[src/rtl/stat_pkg.sv]
package stat_pkg;
    localparam int ADDR_W  = 6;
    localparam int CNT_W   = 32;
    localparam int HALF_W  = CNT_W / 2;
    localparam int LEN_W   = 16;
    localparam int N_SLOT  = 8;
    localparam int SLOT_W  = $clog2(N_SLOT);
    localparam int OFS_W   = ADDR_W - 1;
    localparam int MIN_GAP = 34;

    // offsets inside one direction's half of the address space
    localparam logic [OFS_W-1:0] OFS_BYTES = 5'd0;
    localparam logic [OFS_W-1:0] OFS_PKTS  = 5'd1;
    localparam logic [OFS_W-1:0] OFS_BCAST = 5'd2;
    localparam logic [OFS_W-1:0] OFS_MCAST = 5'd3;
    localparam logic [OFS_W-1:0] OFS_UCAST = 5'd4;
    localparam logic [OFS_W-1:0] OFS_ERR0  = 5'd5;
    localparam logic [OFS_W-1:0] OFS_PAUSE = 5'd16;

    typedef enum logic [1:0] {
        ENG_INIT,
        ENG_IDLE,
        ENG_UPD,
        ENG_HOST
    } eng_st_e;

    typedef struct packed {
        logic [LEN_W-1:0] len;
        logic [1:0]       cls;
        logic [2:0]       err;
        logic             pause;
    } frame_evt_t;

    function automatic logic [OFS_W-1:0] class_ofs(input logic [1:0] cls);
        case (cls)
            2'b10:   return OFS_BCAST;
            2'b01:   return OFS_MCAST;
            default: return OFS_UCAST;
        endcase
    endfunction

    function automatic logic [OFS_W-1:0] bin_ofs(input logic [LEN_W-1:0] len);
        if (len < 16'd64)        return 5'd8;
        else if (len == 16'd64)  return 5'd9;
        else if (len < 16'd128)  return 5'd10;
        else if (len < 16'd256)  return 5'd11;
        else if (len < 16'd512)  return 5'd12;
        else if (len < 16'd1024) return 5'd13;
        else if (len < 16'd1518) return 5'd14;
        else                     return 5'd15;
    endfunction
endpackage

[src/rtl/stat_ram.sv]
module stat_ram #(
    parameter int AW = 6,
    parameter int DW = 32
) (
    input  logic          clk,
    input  logic          re,
    input  logic [AW-1:0] raddr,
    output logic [DW-1:0] rdata,
    input  logic          we,
    input  logic [AW-1:0] waddr,
    input  logic [DW-1:0] wdata
);
    localparam int DEPTH = 2 ** AW;

    logic [DW-1:0] mem [DEPTH];
    logic [DW-1:0] rdata_q;

    always_ff @(posedge clk) begin
        if (we) mem[waddr] <= wdata;
        if (re) rdata_q <= mem[raddr];
    end

    assign rdata = rdata_q;
endmodule

[src/rtl/stat_evt_queue.sv]
module stat_evt_queue
    import stat_pkg::*;
#(
    parameter int                AW   = ADDR_W,
    parameter int                CW   = CNT_W,
    parameter logic [ADDR_W-1:0] BASE = '0
) (
    input  logic          clk,
    input  logic          rst_n,
    input  logic          evt_valid,
    input  frame_evt_t    evt,
    output logic          req,
    output logic [AW-1:0] req_addr,
    output logic [CW-1:0] req_inc,
    input  logic          ack
);
    // mask bit: 0 bytes, 1 packets, 2 class, 3..5 errors, 6 length bin, 7 pause
    typedef struct packed {
        frame_evt_t       evt;
        logic [N_SLOT-1:0] mask;
    } qst_t;

    qst_t q, d;
    logic [SLOT_W-1:0] slot;
    logic              found;
    logic [OFS_W-1:0]  ofs;

    always_comb begin
        d     = q;
        slot  = '0;
        found = 1'b0;
        for (int i = 0; i < N_SLOT; i++) begin
            if (!found && q.mask[i]) begin
                slot  = SLOT_W'(i);
                found = 1'b1;
            end
        end
        case (slot)
            3'd0:    ofs = OFS_BYTES;
            3'd1:    ofs = OFS_PKTS;
            3'd2:    ofs = class_ofs(q.evt.cls);
            3'd3:    ofs = OFS_ERR0;
            3'd4:    ofs = OFS_ERR0 + 5'd1;
            3'd5:    ofs = OFS_ERR0 + 5'd2;
            3'd6:    ofs = bin_ofs(q.evt.len);
            default: ofs = OFS_PAUSE;
        endcase
        req      = |q.mask;
        req_addr = BASE + AW'(ofs);
        req_inc  = (slot == '0) ? CW'(q.evt.len) : CW'(1);
        if (ack) d.mask = q.mask & (q.mask - 1'b1);
        if (evt_valid) begin
            d.evt  = evt;
            d.mask = {evt.pause, 1'b1, evt.err, 3'b111};
        end
    end

    always_ff @(posedge clk) begin
        if (!rst_n) q <= '0;
        else        q <= d;
    end

    // a new frame may only arrive once the previous one is fully written
    p_spacing_r9: assert property (@(posedge clk) disable iff (!rst_n)
        evt_valid |-> (q.mask == '0));
    // an update is only taken from a non-empty queue
    p_ack_req_r4: assert property (@(posedge clk) disable iff (!rst_n)
        ack |-> req);
    // every frame yields packet, class and bin updates
    p_load_r5: assert property (@(posedge clk) disable iff (!rst_n)
        evt_valid |=> (q.mask[1] && q.mask[2] && q.mask[6]));
endmodule

[src/rtl/stat_engine.sv]
module stat_engine
    import stat_pkg::*;
#(
    parameter int AW = ADDR_W,
    parameter int CW = CNT_W,
    parameter int HW = HALF_W
) (
    input  logic          clk,
    input  logic          rst_n,
    input  logic [1:0]    q_req,
    input  logic [AW-1:0] q_addr [2],
    input  logic [CW-1:0] q_inc  [2],
    output logic [1:0]    q_ack,
    input  logic          host_apply,
    input  logic [AW-1:0] host_addr,
    output logic          host_grant,
    output logic [HW-1:0] host_lo,
    output logic [HW-1:0] host_hi,
    output logic          ram_re,
    output logic [AW-1:0] ram_raddr,
    input  logic [CW-1:0] ram_rdata,
    output logic          ram_we,
    output logic [AW-1:0] ram_waddr,
    output logic [CW-1:0] ram_wdata
);
    typedef struct packed {
        eng_st_e       st;
        logic [AW-1:0] addr;
        logic [CW-1:0] inc;
        logic          last_tx;
        logic          grant;
        logic [HW-1:0] lo;
        logic [HW-1:0] hi;
    } eng_t;

    eng_t q, d;
    logic pick_tx;

    always_comb begin
        d         = q;
        q_ack     = '0;
        ram_re    = 1'b0;
        ram_raddr = '0;
        ram_we    = 1'b0;
        ram_waddr = q.addr;
        ram_wdata = ram_rdata + q.inc;
        pick_tx   = q_req[1] && (!q_req[0] || !q.last_tx);
        case (q.st)
            ENG_INIT: begin
                ram_we    = 1'b1;
                ram_wdata = '0;
                d.addr    = q.addr + 1'b1;
                if (q.addr == '1) d.st = ENG_IDLE;
            end
            ENG_IDLE: begin
                if (|q_req) begin
                    ram_re          = 1'b1;
                    ram_raddr       = q_addr[pick_tx];
                    d.addr          = q_addr[pick_tx];
                    d.inc           = q_inc[pick_tx];
                    q_ack[pick_tx]  = 1'b1;
                    d.last_tx       = pick_tx;
                    d.st            = ENG_UPD;
                end else if (host_apply && !q.grant) begin
                    ram_re    = 1'b1;
                    ram_raddr = host_addr;
                    d.st      = ENG_HOST;
                end
            end
            ENG_UPD: begin
                ram_we = 1'b1;
                d.st   = ENG_IDLE;
            end
            default: begin
                d.lo    = ram_rdata[HW-1:0];
                d.hi    = ram_rdata[CW-1:HW];
                d.grant = host_apply;
                d.st    = ENG_IDLE;
            end
        endcase
        if (!host_apply) d.grant = 1'b0;
    end

    always_ff @(posedge clk) begin
        if (!rst_n) begin
            q      <= '0;
            q.st   <= ENG_INIT;
        end else begin
            q <= d;
        end
    end

    assign host_grant = q.grant;
    assign host_lo    = q.lo;
    assign host_hi    = q.hi;

    // the write of an update goes back to the word read one cycle earlier
    p_rmw_addr_r4: assert property (@(posedge clk) disable iff (!rst_n)
        (q.st == ENG_UPD) |-> (ram_waddr == $past(ram_raddr)));
    // a queued update always takes the RAM before a host read
    p_evt_first_r10: assert property (@(posedge clk) disable iff (!rst_n)
        ((q.st == ENG_IDLE) && (|q_req)) |=> (q.st == ENG_UPD));
    // grant drops once apply is low
    p_grant_drop_r3: assert property (@(posedge clk) disable iff (!rst_n)
        !host_apply |=> !host_grant);
    // read value held while the handshake stays up
    p_hold_r2: assert property (@(posedge clk) disable iff (!rst_n)
        (host_grant && host_apply) |=> ($stable(host_lo) && $stable(host_hi)));
    // grant only rises right after a host read of the RAM
    p_grant_src_r2: assert property (@(posedge clk) disable iff (!rst_n)
        $rose(host_grant) |-> ($past(q.st) == ENG_HOST));
endmodule

[src/rtl/stat_bank.sv]
module stat_bank
    import stat_pkg::*;
#(
    parameter int AW = ADDR_W,
    parameter int CW = CNT_W,
    parameter int HW = HALF_W,
    parameter int LW = LEN_W
) (
    input  logic          clk,
    input  logic          rst_n,
    input  logic          rx_frame_valid,
    input  logic [LW-1:0] rx_frame_len,
    input  logic [1:0]    rx_frame_class,
    input  logic          rx_crc_err,
    input  logic          rx_fifo_full,
    input  logic          rx_len_err,
    input  logic          rx_pause,
    input  logic          tx_frame_valid,
    input  logic [LW-1:0] tx_frame_len,
    input  logic [1:0]    tx_frame_class,
    input  logic          tx_jam_drop,
    input  logic          tx_underflow,
    input  logic          tx_overflow,
    input  logic          tx_pause,
    input  logic [AW-1:0] rd_addr,
    input  logic          rd_apply,
    output logic          rd_grant,
    output logic [HW-1:0] rd_data_lo,
    output logic [HW-1:0] rd_data_hi
);
    localparam int N_DIR    = 2;
    localparam int DIR_SPAN = 2 ** (AW - 1);

    logic             evt_v   [N_DIR];
    frame_evt_t       evt     [N_DIR];
    logic [N_DIR-1:0] q_req;
    logic [N_DIR-1:0] q_ack;
    logic [AW-1:0]    q_addr  [N_DIR];
    logic [CW-1:0]    q_inc   [N_DIR];

    logic          ram_re, ram_we;
    logic [AW-1:0] ram_raddr, ram_waddr;
    logic [CW-1:0] ram_rdata, ram_wdata;

    assign evt_v[0] = rx_frame_valid;
    assign evt[0]   = '{len: rx_frame_len, cls: rx_frame_class,
                        err: {rx_len_err, rx_fifo_full, rx_crc_err}, pause: rx_pause};
    assign evt_v[1] = tx_frame_valid;
    assign evt[1]   = '{len: tx_frame_len, cls: tx_frame_class,
                        err: {tx_overflow, tx_underflow, tx_jam_drop}, pause: tx_pause};

    for (genvar g = 0; g < N_DIR; g++) begin : g_dir
        stat_evt_queue #(
            .AW   (AW),
            .CW   (CW),
            .BASE (AW'(g * DIR_SPAN))
        ) u_queue (
            .clk       (clk),
            .rst_n     (rst_n),
            .evt_valid (evt_v[g]),
            .evt       (evt[g]),
            .req       (q_req[g]),
            .req_addr  (q_addr[g]),
            .req_inc   (q_inc[g]),
            .ack       (q_ack[g])
        );
    end

    stat_engine #(.AW(AW), .CW(CW), .HW(HW)) u_engine (
        .clk        (clk),
        .rst_n      (rst_n),
        .q_req      (q_req),
        .q_addr     (q_addr),
        .q_inc      (q_inc),
        .q_ack      (q_ack),
        .host_apply (rd_apply),
        .host_addr  (rd_addr),
        .host_grant (rd_grant),
        .host_lo    (rd_data_lo),
        .host_hi    (rd_data_hi),
        .ram_re     (ram_re),
        .ram_raddr  (ram_raddr),
        .ram_rdata  (ram_rdata),
        .ram_we     (ram_we),
        .ram_waddr  (ram_waddr),
        .ram_wdata  (ram_wdata)
    );

    stat_ram #(.AW(AW), .DW(CW)) u_ram (
        .clk   (clk),
        .re    (ram_re),
        .raddr (ram_raddr),
        .rdata (ram_rdata),
        .we    (ram_we),
        .waddr (ram_waddr),
        .wdata (ram_wdata)
    );

    // grant is never up in the same cycle as reset release
    p_reset_grant_r1: assert property (@(posedge clk)
        !rst_n |=> !rd_grant);
endmodule

[config.mk]
export PLATFORM = sky130hd
export DESIGN_NAME = stat_bank
export DESIGN_NICKNAME = d
export VERILOG_FILES = /design/src/rtl/stat_pkg.sv /design/src/rtl/stat_ram.sv /design/src/rtl/stat_evt_queue.sv /design/src/rtl/stat_engine.sv /design/src/rtl/stat_bank.sv
export SDC_FILE = /design/constraint.sdc
export NUM_CORES = 2
export LEC_CHECK = 0
export ABC_AREA = 1
export ABC_CLOCK_PERIOD_IN_PS = 6000
export BUFFER_PORTS_ARGS = -buffer_cell sky130_fd_sc_hd__buf_4
export CAP_MARGIN = 20
export CELL_PAD_IN_SITES_DETAIL_PLACEMENT = 2
export CELL_PAD_IN_SITES_GLOBAL_PLACEMENT = 2
export CORE_UTILIZATION = 43
export DETAILED_ROUTE_END_ITERATION = 8
export PLACE_DENSITY = 0.82
export SETUP_SLACK_MARGIN = 0.5
export SLEW_MARGIN = 20
export SYNTH_ARGS = -nofsm -noshare
export SYNTH_HDL_FRONTEND = slang
export SYNTH_SLANG_ARGS = --single-unit
export TNS_END_PERCENT = 1
[constraint.sdc]
create_clock -name clk -period 6 [get_ports clk]
set_input_delay 0.3 -clock clk [delete_from_list [all_inputs] [get_ports clk]]
set_output_delay 0.3 -clock clk [all_outputs]
set_load 0.01 [all_outputs]
==> run_results.csv <==
group,metric,value,unit
run_status,status,"finished clean",
floorplan,die-area,0.220,sq mm
power,p_leak,39.6,nW
critical_path,crit_type,"reg -> reg",
timing,whs,0.0597,ns
logic_synthesis,yosys_warnings,0,
timing,finClkSkew,0.0631,ns
timing,setup_viol,0,
floorplan,initial_core_util,43.3,%
cells_and_area,mostFrequentLayoutCells,"nand3_1, edfxtp_1, nand2_1",
grt,grt_pass1_vias,82200,
floorplan,rows,171,
placement,dpl.cell_count,11100,
cells_and_area,fin_cells,11600,
grt,antenna_found_initial,20,
logic_synthesis,yosysUniqueCellTypes,45,
grt,grt-ovfl-total,0,
logic_synthesis,synth_area,0.0939,sq mm
timing,fmax,184,MHz
clock_tree,cts_resized,0,
logic_synthesis,avgSynthCellArea,11.0,sq um
clock_tree,cts-root-buf,"clkbuf_16",
clock_tree,cts_buffers,229,
clock_tree,ctsHoldBuffers,79,
logic_synthesis,ys_seq_elements,2190,
timing,rsz0062_at_grt,"false",
timing,hold_viol_final,0,
clock_tree,htree_levels,4,
placement,place_area,0.0983,sq mm
logic_synthesis,synth-seq-area-share,68.9,%
clock_tree,clk_pin_slew,0.07,ns
grt,gr-usage-met3,8.33,%
timing,tightest_slew,1.25,ns
detailed_routing,postRouteAntennaNets,0,
critical_path,cp_max_fo,33,
placement,dpl.hpwl,212000,um
logic_synthesis,syn_nets,8610,
clock_tree,insertion_delay,0.93,ns
floorplan,coreArea,0.217,sq mm
clock_tree,clock-sinks,2190,
detailed_routing,drc,0,
cells_and_area,synthToLayoutAreaGrowth,13.5,%
detailed_routing,drt-initial-drc-count,9168,
cells_and_area,postLayoutCellArea,0.107,sq mm
critical_path,cp.required,6.65,ns
timing,fin_crit,5.45,ns
critical_path,cp.arrival,6.10,ns
detailed_routing,wire_per_inst,36.2,um
logic_synthesis,syn_inst,8535,
detailed_routing,drt-total-wl,420000,um
timing,relSlewSlack,16.4,%
cells_and_area,layout_commonest_cell,"nand3_1",
critical_path,start_kind,"flip-flop",
grt,grt_pass1_wl,598000,um
min_path,hold_class,"in -> reg",
power,p_per_area,310,mW/mm^2
clock_tree,cts_tree,"built",
placement,port_buffers,87,
job,maxCapViolCount,0,
timing,drv_slew,0,
clock_tree,clockBufferDepth,3,
floorplan,fp.dieW,469,um
grt,grt_max_degree,188,
floorplan,boundaryPins,88,
power,ir_drop,0.335,mV
detailed_routing,vias,76100,
grt,met2_usage,61.9,%
grt,grt.busiest_layer,"met2",
cells_and_area,drive_gt1_share,8.83,%
detailed_routing,viasPerCell,6.55,
floorplan,dieHeight,469,um
critical_path,cp-end-kind,"flip-flop",
timing,finalCritPeriodShare,90.8,%
cells_and_area,fin_nets,8612,
grt,grtUsageTotal,37.4,%
timing,final.setup.tns,0,ns
placement,finalWeightedCongestion,0.879,
grt,use_met1,44.1,%
clock_tree,post_cts_buffers,0,
detailed_routing,drt_pre_antenna_iters,6,
final timing paths:
kind                                           from                     end  slack [ns]  cells after the start
worst min register to register  u_engine.host_lo[9]     u_engine.host_lo[9]        0.51                      2
worst max register to register       u_ram.rdata[0]        u_ram.mem[5][20]        0.55                     16
worst max-delay path                 u_ram.rdata[0]        u_ram.mem[5][20]        0.55                     16
worst min-delay path                 tx_frame_valid  g_dir[1].u_queue.q[23]        0.06                      3
state kept, by name (all words and copies together) (netlist names):
register             cells
u_engine.q              19
u_ram.rdata             32
g_dir.u_queue.q         52
u_engine.host_lo        16
u_engine.host_grant      1
u_ram.mem             2048
u_engine.ram_waddr       6
u_engine.host_hi        16
stage by stage:
step | total power, mW | utilization (%) | setup slack, ns
2_1_floorplan | 17.8 | - | 0.808
6_report | 33.0 | 49.1 | 0.551
3_3_place_gp | 18.3 | 45.2 | 1.10
3_5_place_dp | 18.5 | 45.3 | 1.10
4_1_cts | 32.7 | 49.0 | 0.880
5_1_grt | 33.5 | 49.1 | 0.616
cells by family after synthesis:
group	Yosys count	synth area share [%]
adder cells (fa/ha/maj)	20	0.275
AO/OA/AOI/OAI	254	1.45
XOR/XNOR	3	0.0280
flip-flops	2190	68.9
buffers and inverters	1261	5.70
AND/OR/NAND/NOR	4807	23.7
synthesized netlist by cell type (all sizes together):
| master | instances | area, sq um |
|---|---|---|
| a211oi | 5 | 42.5 |
| a21boi | 1 | 7.51 |
| a21oi | 96 | 484 |
| a221oi | 1 | 8.76 |
| a31oi | 20 | 125 |
| a32oi | 1 | 8.76 |
| buf | 471 | 2390 |
| clkbuf | 151 | 567 |
| clkinv | 5 | 18.8 |
| dfxtp | 110 | 2200 |
| edfxtp | 2080 | 62500 |
| fa | 1 | 20.0 |
| ha | 19 | 238 |
| inv | 634 | 2380 |
| nand2 | 1769 | 6670 |
| nand3 | 2569 | 12900 |
| nand3b | 211 | 1580 |
| nand4 | 17 | 106 |
| nor2 | 223 | 892 |
| nor3 | 11 | 55.1 |
| nor4 | 5 | 31.3 |
| o2111ai | 2 | 17.5 |
| o211ai | 1 | 7.51 |
| o21ai | 121 | 609 |
| o21bai | 1 | 7.51 |
| o22ai | 1 | 6.26 |
| o311ai | 2 | 17.5 |
| o31a | 1 | 8.76 |
| o31ai | 1 | 7.51 |
| or2 | 1 | 6.26 |
| or3 | 1 | 6.26 |
| xnor2 | 1 | 8.76 |
| xor2 | 2 | 17.5 |
worst max-delay path: stages (launching register included):
cell and delay [ns]:
edfxtp_1 0.44, ha_1 0.27, fa_1 0.46, nand3_1 0.13, nand3_1 0.18, nand2_1 0.11, nand2_1 0.06, a21oi_1 0.36
nor2_1 0.10, o21ai_0 0.21, nand2_1 0.19, a21oi_1 0.69, inv_1 0.35, nand3_1 0.15, nand2_1 0.11, nor2_4 0.80
buf_4 0.49
layout make-up:
cell class	count	area [sq um]
inverter	639	2410
tap	2854	3570
timing repair buffer	393	3890
clock buffer	287	6020
fill	21200	110000
clock inverter	145	1230
multi-input combinational	5084	24700
antenna	13	32.5
sequential	2190	64700
layer usage:
layer / part of all wire [%] / wire [um] / up-vias
li1: - / - / 29900
met1: 35 / 149000 / 39500
met2: 48 / 202000 / 5059
met3: 9.4 / 39600 / 1589
met4: 7.1 / 29800 / 6
met5: 0.0081 / 34 / -
power by group:
part | internal (mW) | total, mW | switching, mW
clock network | 7.81 | 14.6 | 6.82
registers | 16.8 | 16.9 | 0.132
logic | 0.344 | 1.44 | 1.09
total | 25.0 | 33.0 | 8.05
Note: power is estimated with default switching activity, not from simulation.
